===== src/rtl/cfg_load_pkg.sv =====
package cfg_load_pkg;

  typedef enum logic [1:0] {
    ERR_NONE      = 2'd0,
    ERR_INIT_LOW  = 2'd1,
    ERR_INIT_HIGH = 2'd2,
    ERR_DONE      = 2'd3
  } cfg_err_e;

  typedef enum logic [2:0] {
    ST_IDLE,
    ST_PRE,
    ST_PROG_LOW,
    ST_RELEASE,
    ST_SHIFT,
    ST_WAIT_DONE,
    ST_POST_LO,
    ST_POST_HI
  } cfg_state_e;

  typedef enum logic [1:0] {
    SH_EMPTY,
    SH_SETUP,
    SH_HIGH
  } sh_phase_e;

endpackage


===== src/rtl/cfg_tick_timer.sv =====
module cfg_tick_timer #(
  parameter int CNT_W = 10
) (
  input  logic             clk,
  input  logic             rst_n,
  input  logic             clr,
  input  logic             tick,
  input  logic [CNT_W-1:0] limit,
  output logic             expired
);

  logic [CNT_W-1:0] cnt_q;

  // fires on the tick that completes `limit` ticks since the last clear
  assign expired = tick && (cnt_q == limit - CNT_W'(1));

  always_ff @(posedge clk or negedge rst_n) begin
    if (!rst_n) begin
      cnt_q <= '0;
    end else if (clr) begin
      cnt_q <= '0;
    end else if (tick) begin
      cnt_q <= cnt_q + CNT_W'(1);
    end
  end

endmodule


===== src/rtl/cfg_bit_shifter.sv =====
module cfg_bit_shifter
  import cfg_load_pkg::*;
#(
  parameter int BYTE_W = 8
) (
  input  logic              clk,
  input  logic              rst_n,
  input  logic              en,
  input  logic              tick,
  input  logic [BYTE_W-1:0] s_data,
  input  logic              s_valid,
  input  logic              s_last,
  output logic              s_ready,
  output logic              ser_clk,
  output logic              ser_data,
  output logic              stream_end
);

  localparam int IDX_W = (BYTE_W > 1) ? $clog2(BYTE_W) : 1;
  localparam logic [IDX_W-1:0] LAST_IDX = IDX_W'(BYTE_W - 1);

  sh_phase_e         phase_q;
  logic [BYTE_W-1:0] shreg_q;
  logic [IDX_W-1:0]  idx_q;
  logic              last_q;

  assign s_ready    = en && (phase_q == SH_EMPTY);
  assign ser_clk    = (phase_q == SH_HIGH);
  assign ser_data   = (phase_q != SH_EMPTY) ? shreg_q[BYTE_W-1] : 1'b0;
  assign stream_end = (phase_q == SH_HIGH) && tick && (idx_q == LAST_IDX) && last_q;

  always_ff @(posedge clk or negedge rst_n) begin
    if (!rst_n) begin
      phase_q <= SH_EMPTY;
      shreg_q <= '0;
      idx_q   <= '0;
      last_q  <= 1'b0;
    end else begin
      unique case (phase_q)
        SH_EMPTY: begin
          if (s_valid && s_ready) begin
            shreg_q <= s_data;
            last_q  <= s_last;
            idx_q   <= '0;
            phase_q <= SH_SETUP;
          end
        end
        SH_SETUP: begin
          if (tick) phase_q <= SH_HIGH;
        end
        SH_HIGH: begin
          if (tick) begin
            if (idx_q == LAST_IDX) begin
              phase_q <= SH_EMPTY;
            end else begin
              shreg_q <= {shreg_q[BYTE_W-2:0], 1'b0};
              idx_q   <= idx_q + IDX_W'(1);
              phase_q <= SH_SETUP;
            end
          end
        end
        default: phase_q <= SH_EMPTY;
      endcase
    end
  end

endmodule


===== src/rtl/cfg_seq_fsm.sv =====
module cfg_seq_fsm
  import cfg_load_pkg::*;
#(
  parameter int CNT_W        = 10,
  parameter int TO_INIT_LOW  = 1000,
  parameter int TO_INIT_HIGH = 1000,
  parameter int TO_DONE      = 1000,
  parameter int HOLD_TICKS   = 1000
) (
  input  logic             clk,
  input  logic             rst_n,
  input  logic             start,
  input  logic             init_i,
  input  logic             done_i,
  input  logic             expired,
  input  logic             stream_end,
  output logic             tmr_clr,
  output logic [CNT_W-1:0] limit,
  output logic             shift_en,
  output logic             post_on,
  output logic             post_hi,
  output logic             prog_o,
  output logic             busy,
  output logic             success,
  output cfg_err_e         err_code
);

  cfg_state_e state_q, state_d;
  cfg_err_e   err_q, fail_code;
  logic       ok_q, fail, finish;

  always_comb begin
    state_d   = state_q;
    fail      = 1'b0;
    finish    = 1'b0;
    fail_code = ERR_NONE;
    unique case (state_q)
      ST_IDLE:      if (start) state_d = ST_PRE;
      ST_PRE:       if (expired) state_d = ST_PROG_LOW;
      ST_PROG_LOW: begin
        if (!init_i) begin
          state_d = ST_RELEASE;
        end else if (expired) begin
          fail = 1'b1; fail_code = ERR_INIT_LOW; state_d = ST_IDLE;
        end
      end
      ST_RELEASE: begin
        if (init_i) begin
          state_d = ST_SHIFT;
        end else if (expired) begin
          fail = 1'b1; fail_code = ERR_INIT_HIGH; state_d = ST_IDLE;
        end
      end
      ST_SHIFT:     if (stream_end) state_d = ST_WAIT_DONE;
      ST_WAIT_DONE: begin
        if (done_i) begin
          state_d = ST_POST_LO;
        end else if (expired) begin
          fail = 1'b1; fail_code = ERR_DONE; state_d = ST_IDLE;
        end
      end
      ST_POST_LO:   if (expired) state_d = ST_POST_HI;
      ST_POST_HI: begin
        if (expired) begin
          finish = 1'b1; state_d = ST_IDLE;
        end
      end
      default:      state_d = ST_IDLE;
    endcase
  end

  always_comb begin
    unique case (state_q)
      ST_PRE:                 limit = CNT_W'(1);
      ST_PROG_LOW:            limit = CNT_W'(TO_INIT_LOW);
      ST_RELEASE:             limit = CNT_W'(TO_INIT_HIGH);
      ST_WAIT_DONE:           limit = CNT_W'(TO_DONE);
      ST_POST_LO, ST_POST_HI: limit = CNT_W'(HOLD_TICKS);
      default:                limit = CNT_W'(1);
    endcase
  end

  // restart the tick window on every phase change
  assign tmr_clr  = (state_d != state_q) || (state_q == ST_IDLE);
  assign shift_en = (state_q == ST_SHIFT);
  assign post_on  = (state_q == ST_POST_LO) || (state_q == ST_POST_HI);
  assign post_hi  = (state_q == ST_POST_HI);
  assign prog_o   = (state_q != ST_PROG_LOW);
  assign busy     = (state_q != ST_IDLE);
  assign success  = ok_q;
  assign err_code = err_q;

  always_ff @(posedge clk or negedge rst_n) begin
    if (!rst_n) begin
      state_q <= ST_IDLE;
      ok_q    <= 1'b0;
      err_q   <= ERR_NONE;
    end else begin
      state_q <= state_d;
      if (state_q == ST_IDLE && start) begin
        ok_q  <= 1'b0;
        err_q <= ERR_NONE;
      end else if (finish) begin
        ok_q  <= 1'b1;
      end else if (fail) begin
        err_q <= fail_code;
      end
    end
  end

endmodule


===== src/rtl/cfg_load_seq.sv =====
module cfg_load_seq
  import cfg_load_pkg::*;
#(
  parameter int BYTE_W       = 8,
  parameter int TO_INIT_LOW  = 1000,
  parameter int TO_INIT_HIGH = 1000,
  parameter int TO_DONE      = 1000,
  parameter int HOLD_TICKS   = 1000
) (
  input  logic              clk,
  input  logic              rst_n,
  input  logic              start,
  input  logic              tick_us,
  input  logic [BYTE_W-1:0] s_data,
  input  logic              s_valid,
  input  logic              s_last,
  output logic              s_ready,
  input  logic              init_i,
  input  logic              done_i,
  output logic              prog_o,
  output logic              cclk_o,
  output logic              cdata_o,
  output logic              busy,
  output logic              success,
  output logic [1:0]        err_code
);

  localparam int MAX_A   = (TO_INIT_LOW > TO_INIT_HIGH) ? TO_INIT_LOW : TO_INIT_HIGH;
  localparam int MAX_B   = (TO_DONE > HOLD_TICKS) ? TO_DONE : HOLD_TICKS;
  localparam int MAX_LIM = (MAX_A > MAX_B) ? MAX_A : MAX_B;
  localparam int CNT_W   = $clog2(MAX_LIM + 1);

  logic             tmr_clr, expired, stream_end;
  logic [CNT_W-1:0] limit;
  logic             shift_en, post_on, post_hi;
  logic             sh_clk, sh_data;
  cfg_err_e         err_e;

  cfg_tick_timer #(.CNT_W(CNT_W)) u_timer (
    .clk     (clk),
    .rst_n   (rst_n),
    .clr     (tmr_clr),
    .tick    (tick_us),
    .limit   (limit),
    .expired (expired)
  );

  cfg_bit_shifter #(.BYTE_W(BYTE_W)) u_shift (
    .clk        (clk),
    .rst_n      (rst_n),
    .en         (shift_en),
    .tick       (tick_us),
    .s_data     (s_data),
    .s_valid    (s_valid),
    .s_last     (s_last),
    .s_ready    (s_ready),
    .ser_clk    (sh_clk),
    .ser_data   (sh_data),
    .stream_end (stream_end)
  );

  cfg_seq_fsm #(
    .CNT_W        (CNT_W),
    .TO_INIT_LOW  (TO_INIT_LOW),
    .TO_INIT_HIGH (TO_INIT_HIGH),
    .TO_DONE      (TO_DONE),
    .HOLD_TICKS   (HOLD_TICKS)
  ) u_fsm (
    .clk        (clk),
    .rst_n      (rst_n),
    .start      (start),
    .init_i     (init_i),
    .done_i     (done_i),
    .expired    (expired),
    .stream_end (stream_end),
    .tmr_clr    (tmr_clr),
    .limit      (limit),
    .shift_en   (shift_en),
    .post_on    (post_on),
    .post_hi    (post_hi),
    .prog_o     (prog_o),
    .busy       (busy),
    .success    (success),
    .err_code   (err_e)
  );

  // pins: shifter drives them while shifting, the post reset pattern after done
  assign cclk_o   = shift_en ? sh_clk  : post_on;
  assign cdata_o  = shift_en ? sh_data : post_hi;
  assign err_code = err_e;

endmodule


===== config.mk =====
export PLATFORM = sky130hd
export DESIGN_NAME = cfg_load_seq
export DESIGN_NICKNAME = d
export VERILOG_FILES = /design/src/rtl/cfg_load_pkg.sv /design/src/rtl/cfg_tick_timer.sv /design/src/rtl/cfg_bit_shifter.sv /design/src/rtl/cfg_seq_fsm.sv /design/src/rtl/cfg_load_seq.sv
export SDC_FILE = /design/constraint.sdc
export NUM_CORES = 1
export LEC_CHECK = 0
export BUFFER_PORTS_ARGS = -buffer_cell sky130_fd_sc_hd__buf_4
export CORE_AREA = 3 3 58 60
export DETAILED_ROUTE_END_ITERATION = 10
export DIE_AREA = 0 0 61 63
export GPL_TIMING_DRIVEN = 0
export PLACE_DENSITY_LB_ADDON = 0.25
export SYNTH_ARGS = -nofsm -noshare
export SYNTH_HDL_FRONTEND = slang
export SYNTH_SLANG_ARGS = --single-unit

===== constraint.sdc =====
create_clock -name clk -period 4.15 [get_ports clk]
set_input_delay 0.415 -clock clk [delete_from_list [all_inputs] [get_ports clk]]
set_output_delay 0.415 -clock clk [all_outputs]
set_load 0.1 [all_outputs]

==> metrics.txt, run 1 <==
outcome completed; number of synthesized flops with an enable pin 0; Peak Freq around 470 MHz; Initial Util 0.566; Overall Global Routing Usage 0.205; maximum VDD drop ~0.36 mV; Core Util, Final 0.656; initial antenna violation count 0; Slew @ Worst Pin between 0.4 and 0.5 ns; slew margin rel. 0.728; internal power 0.727 mW; via count of the first global-routing pass around 1.4k; clock-pin slew on the worst setup and hold paths 0.08 ns; post-DP HPWL 2560 µm; top cells by area, synth dfrtp_1 45%, nand2_1 6.0%, nor2_1 4.7%, a31oi_1 3.7%, xnor2_1 3.1%; DR pass1 iterations 4; asr flop ratio synth 1.00; CTS tree done; Worst EP arrival about 1.7 ns; Placed Cells 240; max cap viols 0; type of the tightest min-delay check in -> reg; Mapped Cells 184; Final Max Tran Viols 0; reg2reg path depth 7; switching share of power 0.496; # setup viols final 0; RSZ-0062 raised after global routing false; P&R area growth vs syn 16.0%; clock root cell clkbuf_4; Hold Path Stages 2; CTS Buf Count 5; Main synth FF type dfrtp_1; setup TNS 0 ns; Sw Pwr 0.714 mW; Placed Area between 1500 and 2000 µm²; fin cells around 250; register area share after synthesis 0.446; I/O Buffers 23; IO Pins 24; Routed WL about 3400 µm; Hold Fails Final Rpt 0; Tmin final 2.14 ns; synth warn 0; Leakage a little under 0.9 nW; Worst-Skew Late Latency roughly 0.33 ns; CP Max Fanout 10; WL/cell 13.9 µm; post-route ant nets 0; Tot Pwr 1.44 mW; top-area cell type share of the netlist area 0.446; pin count of the biggest net entering global routing 31; CP endpoint kind output port; clock sink count 30; #FFs+latches synth 30; first-pass GRT wire length between 5000 and 6000 µm; layout cells sized above 1 0.214; Chip Width 61 µm; Vias between 1k and 1.5k; Std-Cell Rows 20; Net Count, Synth 203; Clock Skew around 0.0084 ns; routed vias/inst 5.59; Ant. Diodes 0; Critical Path Source Type flip-flop; DRT iter0 DRCs a little under 100; largest area contributor in the netlist dfrtp_1; H-tree levels 2; Final Cycle Share 0.516; remaining global-route overflow 0; clock power share 0.109; crit path kind reg -> out; die footprint approximately 3800 µm²; share of power burned in registers 0.310; netlist area before placement between 1500 and 2000 µm²; DR DRC count 0; RePlAce Congestion 0.858; core outline area between 2000 and 3000 µm²; part of the power in combinational logic 0.581; DIE HEIGHT about 63 µm; PD cells approximately 740 nW/µm²; CP required ~3.7 ns; post-synthesis cell type count 49; final instance area 1950 µm²; syn avg cell area between 9 and 10 µm²; NumNets Final 234; clock buffer depth 2
cells in the final DEF (no fill, tap or decap), types with 3 or more instances in the layout:
| master | count |
|---|---|
| xnor2_1 | 6 |
| nand2_1 | 27 |
| xor2_1 | 3 |
| ha_1 | 3 |
| clkbuf_1 | 5 |
| and3_1 | 5 |
| a21oi_1 | 5 |
| dfrtp_1 | 30 |
| a31oi_1 | 10 |
| nand3_1 | 4 |
| clkbuf_4 | 5 |
| nor3_1 | 3 |
| inv_1 | 4 |
| nand4_1 | 5 |
| nor2b_1 | 4 |
| or3_1 | 3 |
| o21ai_0 | 4 |
| nand2b_1 | 3 |
| nor2_1 | 21 |
| buf_4 | 27 |
worst paths after layout:
path / start / endpoint / slack [ns]
hold reg to reg: u_shift.idx_q[0] / u_shift.idx_q[0] / 0.49
setup reg to reg: u_shift.idx_q[0] / u_timer.cnt_q[7] / 2.35
min in group asynchronous: rst_n / u_fsm.err_code[1] / 0.54
max in group asynchronous: rst_n / u_shift.shreg_q[0] / 3.33
hold / removal: s_last / u_shift.last_q / 0.32
setup / recovery: u_fsm.state_q[2] / cclk_o / 2.01
power by group through the flow:
stage / Clock [mW] / Sequential, mW / Combinational, mW
after floorplan: 0 / 0.492 / 0.619
after global placement: 0 / 0.443 / 0.818
after detailed placement: 0 / 0.451 / 0.839
after CTS: 0.162 / 0.445 / 0.842
after global routing: 0.176 / 0.459 / 0.908
final: 0.157 / 0.446 / 0.838
layout make-up:
cell class / instances / area [µm²]
Clock buffer: 7 / 45.0
Tap cell: 33 / 41.3
Buffer: 11 / 73.8
Timing Repair Buffer: 24 / 183
Sequential cell: 30 / 751
Multi-Input combinational cell: 138 / 841
Fill cell: 258 / 1020
Inverter: 5 / 18.8
critical path: stages (launching register included):
cell      delay (ns)
dfrtp_1         0.37
buf_4           0.16
clkbuf_1        0.32
a21boi_0        0.23
buf_4           0.32
metal layers:
layer  global-route usage  vias up  wire (µm)
met5                    0        -          0
met4               0.0596        0         27
li1                     -      708          -
met3               0.0620        4        141
met1                0.270      654       1570
met2                0.320       20       1710
registers in the layout (all words and copies together) (netlist names):
name / cells
u_timer.cnt_q: 10
u_shift.shreg_q: 8
u_fsm.state_q: 3
u_shift.idx_q: 3
u_fsm.err_code: 2
u_shift.phase_q: 2
u_fsm.success: 1
u_shift.last_q: 1
cell usage after synthesis (2+ instances only):
| cell type | n |
|---|---|
| and3_1 | 5 |
| o21ai_0 | 4 |
| clkbuf_1 | 3 |
| buf_2 | 2 |
| mux2i_1 | 2 |
| dfrtp_1 | 30 |
| a21oi_1 | 5 |
| buf_6 | 2 |
| inv_1 | 4 |
| a21boi_0 | 2 |
| nor2_1 | 21 |
| or3_1 | 3 |
| nor4_1 | 2 |
| nand4_1 | 5 |
| nor3_1 | 3 |
| a31oi_1 | 10 |
| nand3b_1 | 2 |
| xnor2_1 | 6 |
| nand2b_1 | 3 |
| buf_4 | 4 |
| o22ai_1 | 2 |
| xor2_1 | 3 |
| ha_1 | 3 |
| nor2b_1 | 4 |
| nand2_1 | 27 |
| nand3_1 | 4 |
cells by family after synthesis:
| group | share of synthesized area |
|---|---|
| buffers and inverters | 0.0550 |
| XOR/XNOR | 0.0468 |
| adder cells (fa/ha/maj) | 0.0282 |
| flip-flops | 0.446 |
| multiplexers | 0.0186 |
| AND/OR/NAND/NOR | 0.245 |
| AO/OA/AOI/OAI | 0.160 |
through the flow:
step / setup slack (ns) / hold slack (ns)
final: 2.01 / 0.324
after global routing: 1.89 / 0.314
after CTS: 1.99 / 0.00187
after detailed placement: 2.34 / 0.363
after global placement: 2.41 / 0.359
after floorplan: 0.806 / 0.119
what timing repair did:
action / 4_1_cts / 5_1_grt
hold buffers: 0 / 1
buffers inserted: 0 / 0
endpoints found under the hold margin: 0 / 2
gates resized for setup: 0 / 0
Note: power is estimated with default switching activity, not from simulation.
==> run 2, diff against run 1 <==
- CORE_AREA: 3 3 58 60 -> 3 3 62 64
- DIE_AREA: 0 0 61 63 -> 0 0 65 67
- clock period: 4.15 -> 1.95 ns (I/O delays scaled with it)
==> run 2 against run 1 <==
Against the previous run:
- critical path type unchanged
- register-to-register slack worse by 2.2 ns
- final area is 1.3% higher
- combinational power grew 110%
- die area up 13%
==> metrics.txt, run 2 (synthesis results as in run 1) <==
maximum VDD drop 0.703 mV; core outline area between 3000 and 4000 µm²; outcome completed; fillcell total 302; Setup WS post-layout between 0.1 and 0.15 ns; WL/cell 13.0 µm; IO Pins 24; Overall Global Routing Usage 0.179; Final Max Tran Viols 0; via count of the first global-routing pass 1,401; initial antenna violation count 0; hold path endpoint u_shift.last_q; first-pass GRT wire length approximately 6000 µm; I/O Buffers 23; Peak Freq ~550 MHz; register-to-register setup slack approximately 0.16 ns; NumNets Final about 230; Worst Min Path Start s_last; pin count of the biggest net entering global routing 31; DR DRC count 0; Routed WL about 3400 µm; DR pass1 iterations 4; type of the tightest min-delay check in -> reg; DIE HEIGHT 67 µm; Tmin final roughly 1.8 ns; number of flip-flops in the largest register 10; Post-CTS Setup Repair Bufs 0; Final Cycle Share 0.935; Vias around 1.4k; CP max stage delay 0.39 ns; dpl ws about 0.17 ns; reg2reg path depth 7; CP required between 1.5 and 2 ns; Critical R2R Launch u_shift.idx_q[0]; CP endpoint kind output port; Std-Cell Rows 21; Ant. Diodes 0; CP Max Fanout 10; RePlAce Congestion 0.844; Hold Fails Final Rpt 0; H-tree levels 2; RSZ-0062 raised after global routing false; Initial Util 0.505; post-DP HPWL approximately 2500 µm; Crit-path slowest cell dfrtp_1; commonest non-fill, non-tap cell in the layout dfrtp_1; GR Layer Usage met2 0.314; final instance area a little under 2000 µm²; max cap viols 0; CTS tree done; PD cells between 1500 and 2000 nW/µm²; Critical Path Source Type flip-flop; most flop-heavy register u_timer.cnt_q; clock sink count 30; Leakage roughly 0.88 nW; crit path kind reg -> out; # setup viols final 0; clock root cell clkbuf_4; Reg-to-Reg End u_timer.cnt_q[1]; layout cells sized above 1 0.223; Core Util, Final 0.593; Worst EP arrival around 1.6 ns; WHS between 0.1 and 0.15 ns; Hold Path Stages 2; CTS Buf Count 5; most frequent cells in the layout 30 x dfrtp_1, 27 x nand2_1, 26 x buf_4; cell repeated most along the worst path buf_4; Placed Area 1920 µm²; Clock Skew about 0.0062 ns; DRT iter0 DRCs between 100 and 150; Chip Width ~65 µm; die footprint between 4000 and 5000 µm²; Slew @ Worst Pin ~0.40 ns; clock-pin slew on the worst setup and hold paths roughly 0.080 ns; Worst-Skew Late Latency approximately 0.32 ns; clock buffer depth 2; P&R area growth vs syn 17.5%; met1 Use GR 0.199; Largest regs u_timer.cnt_q (10), u_shift.shreg_q (8); slew margin rel. 0.731; GR Util met3 0.0573; routed vias/inst roughly 5.5; Top Usage Layer GRT met2; remaining global-route overflow 0; crit path cell chain buf_4 -> clkbuf_2 -> or3_1 -> buf_4; post-route ant nets 0; setup TNS 0 ns
==> run 2: cell counts in the layout (fill, tap and decap cells not counted) <==
No cell type changed its count.
==> run 2: routing by layer <==
| layer | wire length, µm | vias up |
|---|---|---|
| li1 | - | 711 |
| met1 | 1510 | 678 |
| met2 | 1710 | 31 |
| met3 | 152 | 4 |
| met4 | 31 | 0 |
| met5 | 0 | - |
==> run 2: how the worst max path moves through the flow <==
stage                             startpoint          endpoint  slack (ns)  cells past startpoint
after floorplan             u_fsm.state_q[2]            cclk_o        0.14                      3
after global placement      u_shift.idx_q[0]  u_timer.cnt_q[1]        0.23                      7
after detailed placement    u_shift.idx_q[0]  u_timer.cnt_q[1]        0.17                      7
after CTS                   u_fsm.state_q[2]            prog_o        0.08                      4
after global routing      u_shift.phase_q[1]            cclk_o       0.009                      4
final                       u_fsm.state_q[2]            prog_o        0.13                      4
==> run 2: stage by stage <==
step,instances,power (mW)
6_report,261,3.07
5_1_grt,261,3.29
4_1_cts,261,3.08
3_5_place_dp,253,2.75
3_3_place_gp,253,2.69
2_1_floorplan,184,2.37
==> run 2: area by class of cell <==
cell class              count  area [µm²]  share of cell area
repair buffers             24         186              0.0942
well taps                  46        57.6              0.0291
clock buffers               7        45.0              0.0228
inverters                   5        18.8             0.00949
plain buffers              11        75.1              0.0380
multi-input cells         138         845               0.427
flip-flops and latches     30         751               0.380
==> run 2: where the power goes <==
| group | internal, mW | switching, mW | total (mW) |
|---|---|---|---|
| logic | 0.609 | 1.19 | 1.79 |
| registers | 0.815 | 0.127 | 0.942 |
| clock network | 0.136 | 0.194 | 0.330 |
| total | 1.56 | 1.51 | 3.07 |
==> run 2: repair_timing <==
action	in CTS	in global routing
hold buffers	1	0
endpoints found under the hold margin	30	0
setup endpoints to repair	0	3
resized for setup	0	3
==> run 2: worst max-delay path: cells and delay by family, from the launching register on <==
kind / cells / cell delay (ns)
AND/OR/NAND/NOR: 1 / 0.33
flip-flops: 1 / 0.39
buffers and inverters: 3 / 0.59
==> run 3, diff against run 2 <==
- CORE_AREA: 3 3 62 64 -> 3 3 67 69
- CTS_BUF_LIST: default -> sky130_fd_sc_hd__clkbuf_8
- DIE_AREA: 0 0 65 67 -> 0 0 70 72
- SYNTH_HIERARCHICAL: default -> 1
==> run 3 against run 2 <==
Against the previous run:
- the flow now finishes with violations (setup timing)
- first-iteration DRC count decreased by 39%
- clock-buffer cell count decreased by 1
- synthesized cell count grew 24%
- critical path depth is 13 higher
- wire length increased by 58%
- combinational power grew 79%
- final area rose by 54%
- via count increased by 34%
- register-to-register slack worse by 2.0 ns
- flip-flop and latch count is the same
- core utilization increased by 17 points
- critical path type is now reg -> reg
==> metrics.txt, run 3 <==
outcome finished with violations; failing checks setup timing; max cap viols 0; Main synth FF type dfrtp_1; initial antenna violation count 0; P&R area growth vs syn 43.9%; top-area cell type share of the netlist area 0.355; NumNets Final roughly 320; Vias 1,912; Critical Path Source Type flip-flop; CP required between 2 and 2.5 ns; top cells by area, synth dfrtp_1 36%, mux2_2 6.4%, nand2_1 4.3%, xor2_1 4.1%, mux2_4 3.6%; most flop-heavy register u_timer/cnt_q; reg2reg path depth 17; Leakage between 1 and 1.5 nW; I/O Buffers 23; number of flip-flops in the largest register 10; pin count of the biggest net entering global routing 31; Worst EP arrival about 4 ns; CTS Buf Count 5; fin cells approximately 350; share of power burned in registers 0.206; number of synthesized flops with an enable pin 0; WHS 0.137 ns; Final Max Tran Viols 0; Overall Global Routing Usage 0.209; H-tree levels 2; clock root cell clkbuf_8; syn avg cell area just over 9 µm²; Std-Cell Rows 23; Placed Area approximately 2400 µm²; commonest non-fill, non-tap cell in the layout buf_4; PD cells between 1500 and 2000 nW/µm²; synth warn 6; Tmin final roughly 3.8 ns; IO Pins 24; # setup viols final 19; core outline area slightly below 4000 µm²; netlist area before placement 2110 µm²; internal power 2.73 mW; register-to-register setup slack -1.89 ns; cell with the most instances after synthesis dfrtp_1; Initial Util 0.532; register area share after synthesis 0.355; clock power share 0.110; Largest regs u_timer/cnt_q (10), u_shift/shreg_q (8); Peak Freq 261 MHz; Mapped Cells roughly 230; DR pass1 iterations 4; Final Cycle Share 1.97; post-DP HPWL 3050 µm; Worst-Skew Late Latency 0.28 ns; #FFs+latches synth 30; first-pass GRT wire length around 8400 µm; Setup WS post-layout -1.89 ns; die footprint 5040 µm²; Placed Cells 303; remaining global-route overflow 0; layout cells sized above 1 0.478; CTS tree done; Sw Pwr 1.96 mW; via count of the first global-routing pass 1,837; post-route ant nets 0; part of the power in combinational logic 0.684; largest area contributor in the netlist dfrtp_1; CP Max Fanout 6; clock-pin slew on the worst setup and hold paths 0.06 ns; post-synthesis cell type count between 50 and 60; maximum VDD drop 1.03 mV; RSZ-0062 raised after global routing true; Clock Skew roughly 0.0046 ns; crit path kind reg -> reg; Chip Width about 70 µm; WL/cell about 15 µm; Hold Fails Final Rpt 0; DRT iter0 DRCs 80; routed vias/inst 5.48; Hold Path Stages 2; RePlAce Congestion between 0.8 and 0.9; clock buffer depth 2; DR DRC count 0; most frequent cells in the layout 54 x buf_4, 27 x dfrtp_1, 23 x nand2_1; type of the tightest min-delay check in -> reg; final instance area 3040 µm²; switching share of power 0.418; Routed WL 5390 µm; Ant. Diodes 0; asr flop ratio synth 1.00; CP endpoint kind flip-flop; clock sink count 30; DIE HEIGHT between 70 and 80 µm; Tot Pwr approximately 4.7 mW; Post-synth top cells 30 x dfrtp_1, 24 x nand2_1, 17 x nor2_1, 15 x inv_1, 12 x mux2_2
[run 3: cell types whose count changed in the layout (fill, tap and decap cells not counted), sizes merged, moves of 4 or more]
cell,change
a31oi,-7
buf,+44
inv,+12
mux2,+16
nand4,-4
nor2,-5
o21ai,+5
xor2,+7
[run 3: critical path: stages, from the launching register on]
cell and delay, ns:
dfrtp_2 0.42, buf_6 0.12, a21o_4 0.23, buf_6 0.14, xnor2_4 0.13, or4b_4 0.51, o22ai_2 0.19, o21bai_2 0.09
a2111oi_4 0.40, buf_4 0.22, nor3b_4 0.05, o21ai_2 0.18, a311oi_2 0.12, a31oi_1 0.16, buf_4 0.16, o2111ai_4 0.14
or3_4 0.40, a21oi_2 0.11
[run 3: repair_timing]
| item | 4_1_cts | 5_1_grt |
|---|---|---|
| endpoints found under the hold margin | 30 | 0 |
| resized for setup | 36 | 29 |
| cloned | 2 | 1 |
| pin swaps | 15 | 20 |
| hold buffers | 1 | 0 |
| setup endpoints to repair | 19 | 24 |
| buffers inserted | 21 | 14 |
[run 3: final cells by class]
type	instances	area, µm²
plain buffers	17	151
fillers	275	928
repair buffers	60	526
well taps	50	62.6
clock buffers	6	82.6
clock inverters	2	8.76
multi-input cells	168	1400
inverters	16	62.6
flip-flops and latches	30	754
[run 3: metal layers]
metal	global-route usage	wire length [µm]
met1	0.248	2240
met2	0.364	2810
met3	0.0485	199
met4	0.0915	136
met5	0	0
[run 3: logic make-up after synthesis]
kind of cell | share of synthesized area
xor+xnor | 0.0746
other cells | 0.00177
simple gates | 0.198
mux | 0.123
flops | 0.355
fa+ha+maj | 0.0237
compound gates | 0.141
buf+inv | 0.0828
[run 3: final timing paths]
path	startpoint	endpoint
max reg2reg	u_fsm/state_q[2]	u_timer/cnt_q[7]
max in group asynchronous	rst_n	u_fsm/state_q[0]
min	start	u_fsm/success
min in group asynchronous	rst_n	u_timer/cnt_q[3]
min reg2reg	u_fsm/err_code[1]	u_fsm/err_code[1]
max	u_fsm/state_q[2]	u_timer/cnt_q[7]
[run 3: power by group through the flow]
stage / logic [mW] / clock network (mW) / registers, mW
2_1_floorplan: 1.74 / 0 / 0.960
3_3_place_gp: 2.07 / 0 / 0.995
3_5_place_dp: 2.09 / 0 / 0.999
4_1_cts: 2.79 / 0.522 / 0.959
5_1_grt: 3.41 / 0.550 / 0.990
6_report: 3.21 / 0.517 / 0.963
[run 3: per-stage QoR]
stage | setup WS [ns] | setup TNS, ns | util
after floorplan | -1.56 | -18.95 | -
after global placement | -2.01 | -25.60 | 0.605
after detailed placement | -2.05 | -25.74 | 0.605
after CTS | -1.76 | -21.23 | 0.712
after global routing | -2.06 | -26.58 | 0.766
final | -1.89 | -24.13 | 0.766
